### src/rtl/wdg_pkg.sv
package wdg_pkg;
    localparam int RES_W  = 2;
    localparam int MULT_W = 5;
    localparam int CTRL_W = 1 + MULT_W + RES_W;
    // widest shift is 2*(2^RES_W - 1) bits
    localparam int CNT_W  = MULT_W + 2 * ((1 << RES_W) - 1);

    typedef struct packed {
        logic              steer_rst;
        logic [MULT_W-1:0] mult;
        logic [RES_W-1:0]  res;
    } wdg_ctrl_t;

    function automatic logic [CNT_W-1:0] wdg_timeout(wdg_ctrl_t c);
        logic [CNT_W-1:0] base;
        base = CNT_W'(c.mult);
        return base << {c.res, 1'b0};
    endfunction
endpackage

### src/rtl/wdg_ctrl_reg.sv
module wdg_ctrl_reg
    import wdg_pkg::*;
(
    input  logic      clk,
    input  logic      rst,
    input  logic      wr_en,
    input  wdg_ctrl_t wr_val,
    input  logic      fire_clear,
    output wdg_ctrl_t ctrl_q
);
    always_ff @(posedge clk) begin
        if (rst) begin
            ctrl_q <= '0;
        end else if (wr_en) begin
            ctrl_q <= wr_val;
        end else if (fire_clear) begin
            ctrl_q <= '0;
        end
    end
endmodule

### src/rtl/wdg_counter.sv
module wdg_counter
    import wdg_pkg::*;
(
    input  logic      clk,
    input  logic      rst,
    input  logic      load,
    input  wdg_ctrl_t load_val,
    input  logic      tick,
    output logic      fire
);
    logic [CNT_W-1:0] remain_q;
    logic             armed_q;
    logic             last_tick;

    assign last_tick = (remain_q <= CNT_W'(1));
    assign fire      = tick && armed_q && !load && last_tick;

    always_ff @(posedge clk) begin
        if (rst) begin
            remain_q <= '0;
            armed_q  <= 1'b0;
        end else if (load) begin
            remain_q <= wdg_timeout(load_val);
            armed_q  <= (load_val != '0);
        end else if (tick && armed_q) begin
            if (last_tick) begin
                armed_q <= 1'b0;
            end else begin
                remain_q <= remain_q - CNT_W'(1);
            end
        end
    end
endmodule

### src/rtl/wdg_expiry.sv
module wdg_expiry (
    input  logic clk,
    input  logic rst,
    input  logic fire,
    input  logic steer_rst,
    input  logic access,
    output logic flag_q,
    output logic irq_q,
    output logic rst_req_q,
    output logic clr_q
);
    always_ff @(posedge clk) begin
        if (rst) begin
            flag_q    <= 1'b0;
            irq_q     <= 1'b0;
            rst_req_q <= 1'b0;
            clr_q     <= 1'b0;
        end else begin
            irq_q     <= fire && !steer_rst;
            rst_req_q <= fire && steer_rst;
            clr_q     <= fire && steer_rst;
            if (access) begin
                flag_q <= 1'b0;
            end else if (fire) begin
                flag_q <= 1'b1;
            end
        end
    end
endmodule

### src/rtl/wdg_steer.sv
module wdg_steer
    import wdg_pkg::*;
(
    input  logic              clk,
    input  logic              rst,
    input  logic              tick,
    input  logic              wr_en,
    input  logic              rd_en,
    input  logic [CTRL_W-1:0] wr_data,
    output logic [CTRL_W-1:0] rd_data,
    output logic              rst_req,
    output logic              irq,
    output logic              wd_flag,
    output logic              dow_clr
);
    wdg_ctrl_t ctrl_q;
    wdg_ctrl_t wr_val;
    wdg_ctrl_t load_val;
    logic      access;
    logic      fire;

    assign wr_val   = wdg_ctrl_t'(wr_data);
    assign access   = wr_en || rd_en;
    assign load_val = wr_en ? wr_val : ctrl_q;
    assign rd_data  = ctrl_q;

    wdg_ctrl_reg u_reg (
        .clk        (clk),
        .rst        (rst),
        .wr_en      (wr_en),
        .wr_val     (wr_val),
        .fire_clear (fire && ctrl_q.steer_rst),
        .ctrl_q     (ctrl_q)
    );

    wdg_counter u_cnt (
        .clk      (clk),
        .rst      (rst),
        .load     (access),
        .load_val (load_val),
        .tick     (tick),
        .fire     (fire)
    );

    wdg_expiry u_exp (
        .clk       (clk),
        .rst       (rst),
        .fire      (fire),
        .steer_rst (ctrl_q.steer_rst),
        .access    (access),
        .flag_q    (wd_flag),
        .irq_q     (irq),
        .rst_req_q (rst_req),
        .clr_q     (dow_clr)
    );
endmodule

### config.mk
export PLATFORM = sky130hd
export DESIGN_NAME = wdg_steer
export DESIGN_NICKNAME = d
export VERILOG_FILES = /design/src/rtl/wdg_pkg.sv /design/src/rtl/wdg_ctrl_reg.sv /design/src/rtl/wdg_counter.sv /design/src/rtl/wdg_expiry.sv /design/src/rtl/wdg_steer.sv
export SDC_FILE = /design/constraint.sdc
export NUM_CORES = 1
export LEC_CHECK = 0
export ABC_CLOCK_PERIOD_IN_PS = 2700
export BUFFER_PORTS_ARGS = -buffer_cell sky130_fd_sc_hd__buf_2
export CAP_MARGIN = 20
export CORE_MARGIN = 10
export CORE_UTILIZATION = 30
export DETAILED_ROUTE_END_ITERATION = 8
export GPL_ROUTABILITY_DRIVEN = 0
export HOLD_SLACK_MARGIN = 0.1
export PLACE_DENSITY = 0.57
export SETUP_SLACK_MARGIN = 0.15
export SYNTH_ARGS = -nofsm -noshare
export SYNTH_HDL_FRONTEND = slang
export SYNTH_SLANG_ARGS = --single-unit
### constraint.sdc
create_clock -name clk -period 2.7 [get_ports clk]
set_input_delay 0 -clock clk [delete_from_list [all_inputs] [get_ports clk]]
set_output_delay 0 -clock clk [all_outputs]
set_load 0.01 [all_outputs]
==> flow_metrics.py, run 1 <==
metrics = {
    "status": {
        "status": "finished clean",
    },
    "clock_network": {
        "clk_path_buf_depth": 2,
        "cts_made_buffers": 3,
        "cts_resized": 0,
        "cts.sinks": 23,
        "cts-htree-levels": 1,
        "clkTransAtPathRegs_ps": 90,
        "cts_tree": "done",
        "root_buffer": "clkbuf_8",
        "clk_latency_ps": 270,
    },
    "power": {
        "p_leak_uw": 0.000656,
        "vdd_ir_drop_max_mv": 0.230,
        "power.density_nw_per_um2": 541,
    },
    "hold_path": {
        "whs_endpoint": "u_reg.ctrl_q[3]",
        "hold_start": "wr_data[3]",
        "hold-path-cell-count": 3,
        "min_path_type": "in -> reg",
    },
    "routing": {
        "drt_iter0_drc": 117,
        "num_vias": 1337,
        "routed_wl_um": 3930,
        "drc": 0,
        "vias_per_cell": 5.64,
        "avgRoutedWirePerCell_um": 16.6,
        "first_pass_iters": 4,
        "ant_nets": 0,
    },
    "sta": {
        "period_share_pct": 72.6,
        "hold_viol": 0,
        "fin_skew_ps": 3.54,
        "setup_ws_ps": 739,
        "tightest_slew_ps": 536,
        "setup_viol": 0,
        "fin_tns_setup_ps": 0,
        "timing.fmax_mhz": 510,
        "drv_slew": 0,
        "period_needed_ps": 1960,
        "slew_headroom_pct": 63.3,
        "rsz0062_at_grt": "no",
        "holdWs_ps": 106,
    },
    "synth": {
        "synth-simple-area-share_pct": 28.6,
        "ys.flop_type": "dfxtp_1",
        "synth_top_family_by_area": "simple AND/OR/NAND/NOR gates",
        "yosys-mux-area-fraction_pct": 7.37,
        "seq_area_frac_synth_pct": 33.9,
        "synth_compound_area_share_pct": 23.8,
        "synthCells": 157,
        "ys.warnings.count": 0,
        "synth_adder_area_share_pct": 1.84,
        "syn_nets": 172,
        "avgSynthCellArea_um2": 8.65,
        "ys_ff_latch": 23,
        "async_flop_share_pct": 0,
        "synth_edf_count": 0,
        "ys_types": 46,
        "synth-xor-area-share_pct": 0.645,
        "syn_area_um2": 1360,
    },
    "global_routing": {
        "grt_pass1_wl_um": 6470,
        "grt.overflow.total": 0,
        "grt_max_degree": 27,
        "track_usage_pct": 10.4,
        "grt_pass1_vias": 1332,
        "antenna_found_initial": 0,
    },
    "worst_setup_path": {
        "worst-path-buf-inv": 0,
        "critPathMaxFanout": 10,
        "crit_path_start_kind": "flip-flop",
        "cpPeakStageDelay_ps": 510,
        "arrival_ps": 2110,
        "slowest_stage": "nor4_1",
        "crit_chain": "nor4_1 -> nand4_1 -> nand3b_1 -> o21ai_0",
        "ff2ff_setup_slack_ps": 740,
        "crit_required_ps": 2850,
        "worstRegToRegCells": 4,
        "end_kind": "flip-flop",
        "critPathTopFamily": "simple AND/OR/NAND/NOR gates",
        "r2r-start": "u_cnt.remain_q[2]",
        "critPathKind": "reg -> reg",
        "r2r_end": "u_cnt.remain_q[4]",
    },
    "floorplan": {
        "start_util_pct": 31.0,
        "core-area_um2": 4380,
        "pin_count": 25,
        "die_w_um": 87.3,
        "fp.dieH_um": 87.3,
        "row_count": 24,
        "dieArea_um2": 7620,
    },
    "placement": {
        "numPortBuffers": 24,
        "place_hpwl_um": 3000,
        "dp_slack_ps": 806,
        "placedCellCount": 226,
    },
    "cells_and_area": {
        "finalNetCount": 201,
        "nFillCells": 466,
        "fin_util_pct": 36.8,
        "mostFrequentLayoutCell": "buf_2",
        "instances_no_fill": 237,
        "mostFrequentLayoutCells": "buf_2 (24), dfxtp_1 (23), nor2_1 (16), a21oi_1 (14), mux2i_1 (10)",
        "n_antenna_cell": 0,
        "layout-drive-gt1-share_pct": 21.1,
        "syn_to_final_growth_pct": 18.9,
    },
    "run": {
        "cap_violations": 0,
    },
}
power by group:
group | total (µW) | switching [µW] | internal [µW] | leakage, µW
Sequential | 398 | 32.8 | 365 | 0.000189
Clock | 225 | 121 | 103 | 0.0000255
Combinational | 252 | 148 | 104 | 0.000442
Total | 874 | 302 | 573 | 0.000656
metrics by stage:
stage	total power (µW)	instance area, µm²
after floorplan	584	1360
after global placement	648	1500
after detailed placement	646	1500
after CTS	884	1620
after global routing	919	1620
final	874	1620
cell families (layout without fill, tap and decap cells):
| kind of cell | count (synthesis) | after routing |
|---|---|---|
| AO/OA/AOI/OAI | 46 | 46 |
| XOR/XNOR | 1 | 1 |
| adder cells (fa/ha/maj) | 2 | 2 |
| buffers and inverters | 9 | 37 |
| flip-flops | 23 | 23 |
| multiplexers | 10 | 10 |
| AND/OR/NAND/NOR | 66 | 66 |
what timing repair did:
| item | 4_1_cts | 5_1_grt |
|---|---|---|
| endpoints found under the hold margin | 9 | 0 |
| setup buffers | 0 | 0 |
| hold buffers | 7 | 0 |
worst reg2reg max path, cell delays in order (launching register included):
cell and delay (ps):
dfxtp_1 370, nor4_1 520, nand4_1 480, nand3b_1 350, o21ai_0 120
registers in the layout (all words and copies together) (netlist names):
name	flops
u_cnt.remain_q	11
u_reg.ctrl_q	8
u_cnt.armed_q	1
u_exp.flag_q	1
u_exp.irq_q	1
u_exp.rst_req_q	1
metal layers:
metal  vias up  wire (µm)  global-route usage [%]
li1        662          -                       -
met1       617       1800                    13.3
met5         -          0                       0
met4         0         26                    3.33
met2        54       1770                    16.3
met3         4        332                    2.81
layout make-up:
type | instances | area [µm²] | area share, %
multi-input combinational | 125 | 846 | 52.4
sequential | 23 | 460 | 28.5
timing repair buffer | 31 | 190 | 11.8
tap | 52 | 65.1 | 4.03
clock buffer | 3 | 41.3 | 2.56
inverter | 2 | 7.51 | 0.465
clock inverter | 1 | 5.00 | 0.310
worst max path at each step:
| stage | startpoint | to | cells after the start |
|---|---|---|---|
| final | u_cnt.remain_q[2] | u_cnt.remain_q[4] | 4 |
| after global placement | u_cnt.remain_q[2] | u_cnt.remain_q[7] | 4 |
| after detailed placement | u_cnt.remain_q[2] | u_cnt.remain_q[4] | 4 |
| after floorplan | u_cnt.remain_q[2] | u_cnt.remain_q[7] | 5 |
| after CTS | u_cnt.remain_q[2] | u_cnt.remain_q[6] | 4 |
| after global routing | u_cnt.remain_q[2] | u_cnt.remain_q[6] | 4 |
cells in the mapped netlist, types with 2 or more instances:
library cell	instances	area (µm²)
a211oi_1	5	37.5
a21oi_1	14	70.1
a221oi_1	2	17.5
a22oi_1	5	37.5
a41o_1	2	20.0
buf_2	3	15.0
buf_4	2	15.0
dfxtp_1	23	460
ha_1	2	25.0
inv_1	2	7.51
mux2i_1	10	100
nand2_1	9	33.8
nand2b_1	3	18.8
nand3_1	4	20.0
nand3b_1	5	37.5
nand4_1	2	12.5
nor2_1	16	60.1
nor3_1	5	25.0
nor4_1	6	37.5
o211ai_1	3	22.5
o21ai_0	3	15.0
o22ai_1	2	12.5
o311ai_0	3	26.3
or2_2	2	12.5
or3b_2	3	26.3
Power figures use the tool's default switching activity.
==> run 2: changes to the inputs <==
Settings changed: ABC_CLOCK_PERIOD_IN_PS 2700 to 1900.
Clock period 2.7 ns to 1.9 ns, I/O delays scaled along.
==> run 2 against run 1 <==
Via count rose by 1.4%. Critical path depth stayed put. Clock skew about the same. Power increased by 45%. Flip-flop and latch count unchanged.
==> flow_metrics.py, run 2 (synthesized netlist as in run 1, its figures left out) <==
metrics = {
    "power": {
        "clockPowerShare_pct": 25.0,
        "combPwrFrac_pct": 30.1,
        "vdd_ir_drop_max_mv": 0.334,
        "switching_share_pct": 33.7,
        "power.density_nw_per_um2": 763,
        "p_int_uw": 841,
        "p_seq_share_pct": 44.9,
        "power.switching_uw": 427,
        "p_leak_uw": 0.000675,
    },
    "cells_and_area": {
        "mostFrequentLayoutCell": "buf_2",
        "n_antenna_cell": 0,
        "layout-drive-gt1-share_pct": 25.4,
        "syn_to_final_growth_pct": 22.3,
        "finalNetCount": 205,
        "mostFrequentLayoutCells": "buf_2 (24), dfxtp_1 (22), nor2_1 (16), a21oi_1 (13), mux2i_1 (10)",
        "largest_reg_flops": 11,
        "reg_top3": "u_cnt.remain_q x11, u_reg.ctrl_q x8",
        "top_register": "u_cnt.remain_q",
    },
    "placement": {
        "place_hpwl_um": 3050,
        "numPortBuffers": 24,
        "dp_slack_ps": 174,
    },
    "clock_network": {
        "root_buffer": "clkbuf_8",
        "cts-htree-levels": 1,
        "cts_made_buffers": 3,
        "cts.sinks": 23,
        "clk_latency_ps": 270,
        "clkTransAtPathRegs_ps": 80,
        "clk_path_buf_depth": 2,
        "cts_tree": "done",
    },
    "worst_setup_path": {
        "arrival_ps": 1870,
        "ff2ff_setup_slack_ps": 240,
        "crit_required_ps": 2100,
        "end_kind": "flip-flop",
        "critPathMaxFanout": 7,
        "critPathKind": "reg -> reg",
        "crit_path_start_kind": "flip-flop",
    },
    "global_routing": {
        "antenna_found_initial": 0,
        "grt.overflow.total": 0,
        "grt_pass1_vias": 1398,
        "grt_pass1_wl_um": 6870,
        "grt_max_degree": 27,
        "track_usage_pct": 11.0,
    },
    "routing": {
        "avgRoutedWirePerCell_um": 16.6,
        "first_pass_iters": 4,
        "vias_per_cell": 5.63,
        "routed_wl_um": 3990,
        "drt_iter0_drc": 99,
        "ant_nets": 0,
        "drc": 0,
        "num_vias": 1356,
    },
    "sta": {
        "slew_headroom_pct": 68.4,
        "hold_viol": 0,
        "rsz0062_at_grt": "no",
        "tightest_slew_ps": 474,
        "timing.fmax_mhz": 601,
        "setup_viol": 0,
        "period_share_pct": 87.6,
        "fin_tns_setup_ps": 0,
        "period_needed_ps": 1660,
        "setup_ws_ps": 236,
        "drv_slew": 0,
        "fin_skew_ps": 3.85,
    },
    "hold_path": {
        "min_path_type": "in -> reg",
    },
    "floorplan": {
        "core-area_um2": 4380,
        "die_w_um": 87.3,
        "pin_count": 25,
        "row_count": 24,
        "dieArea_um2": 7620,
        "fp.dieH_um": 87.3,
        "start_util_pct": 31.0,
    },
    "status": {
        "status": "finished clean",
    },
    "run": {
        "cap_violations": 0,
    },
}
-- run 2: changes by cell type in the layout (fill, tap and decap cells not counted), sizes merged --
cell / before / now
clkbuf: 3 / 4
clkinv: 1 / 0
dlygate4sd3: 7 / 6
buf: 24 / 29
-- run 2: repair_timing --
action                                  4_1_cts  5_1_grt
hold endpoints to repair                      6        0
endpoints found under the setup margin        0       20
resized for setup                             0        6
hold buffers                                  6        0
buffers inserted                              0        0
-- run 2: path summary, 6_finish.rpt --
check                    start                 to  depth (start not counted)
min                 wr_data[2]    u_reg.ctrl_q[2]                          3
min reg2reg       u_exp.flag_q       u_exp.flag_q                          1
max reg2reg  u_cnt.remain_q[6]  u_cnt.remain_q[4]                          4
max          u_cnt.remain_q[6]  u_cnt.remain_q[4]                          4
-- run 2: per-layer routing --
layer / track usage [%] / wire [µm]
met1: 15.0 / 1970
met2: 16.7 / 1800
met3: 2.25 / 157
met4: 3.33 / 57
met5: 0 / 0
-- run 2: critical path: stages, from the launching register on --
cell      delay (ps)
dfxtp_1          400
or4_4            600
o41ai_2          350
o311ai_0         150
o21ai_0          100
-- run 2: power groups by stage --
stage	sequential, µW	combinational [µW]	clock, µW
final	570	382	317
after floorplan	569	261	0
after detailed placement	575	359	0
after global routing	579	425	344
after CTS	565	370	326
after global placement	576	362	0
-- run 2: layout make-up --
class / instances / area (µm²)
flip-flops and latches: 23 / 462
clock buffers: 4 / 45.0
fillers: 461 / 2720
well taps: 52 / 65.1
repair buffers: 35 / 218
inverters: 2 / 7.51
multi-input cells: 125 / 865
-- run 2: stage by stage --
step | total power (µW) | instances | util (%) | cell area [µm²] | hold slack [ps]
after floorplan | 831 | 157 | - | 1360 | 76.7
after global placement | 937 | 231 | 35.0 | 1540 | 314
final | 1270 | 241 | 37.9 | 1660 | 102
after CTS | 1260 | 241 | 37.4 | 1640 | 102
after global routing | 1350 | 241 | 37.9 | 1660 | 127
after detailed placement | 934 | 231 | 35.0 | 1540 | 319
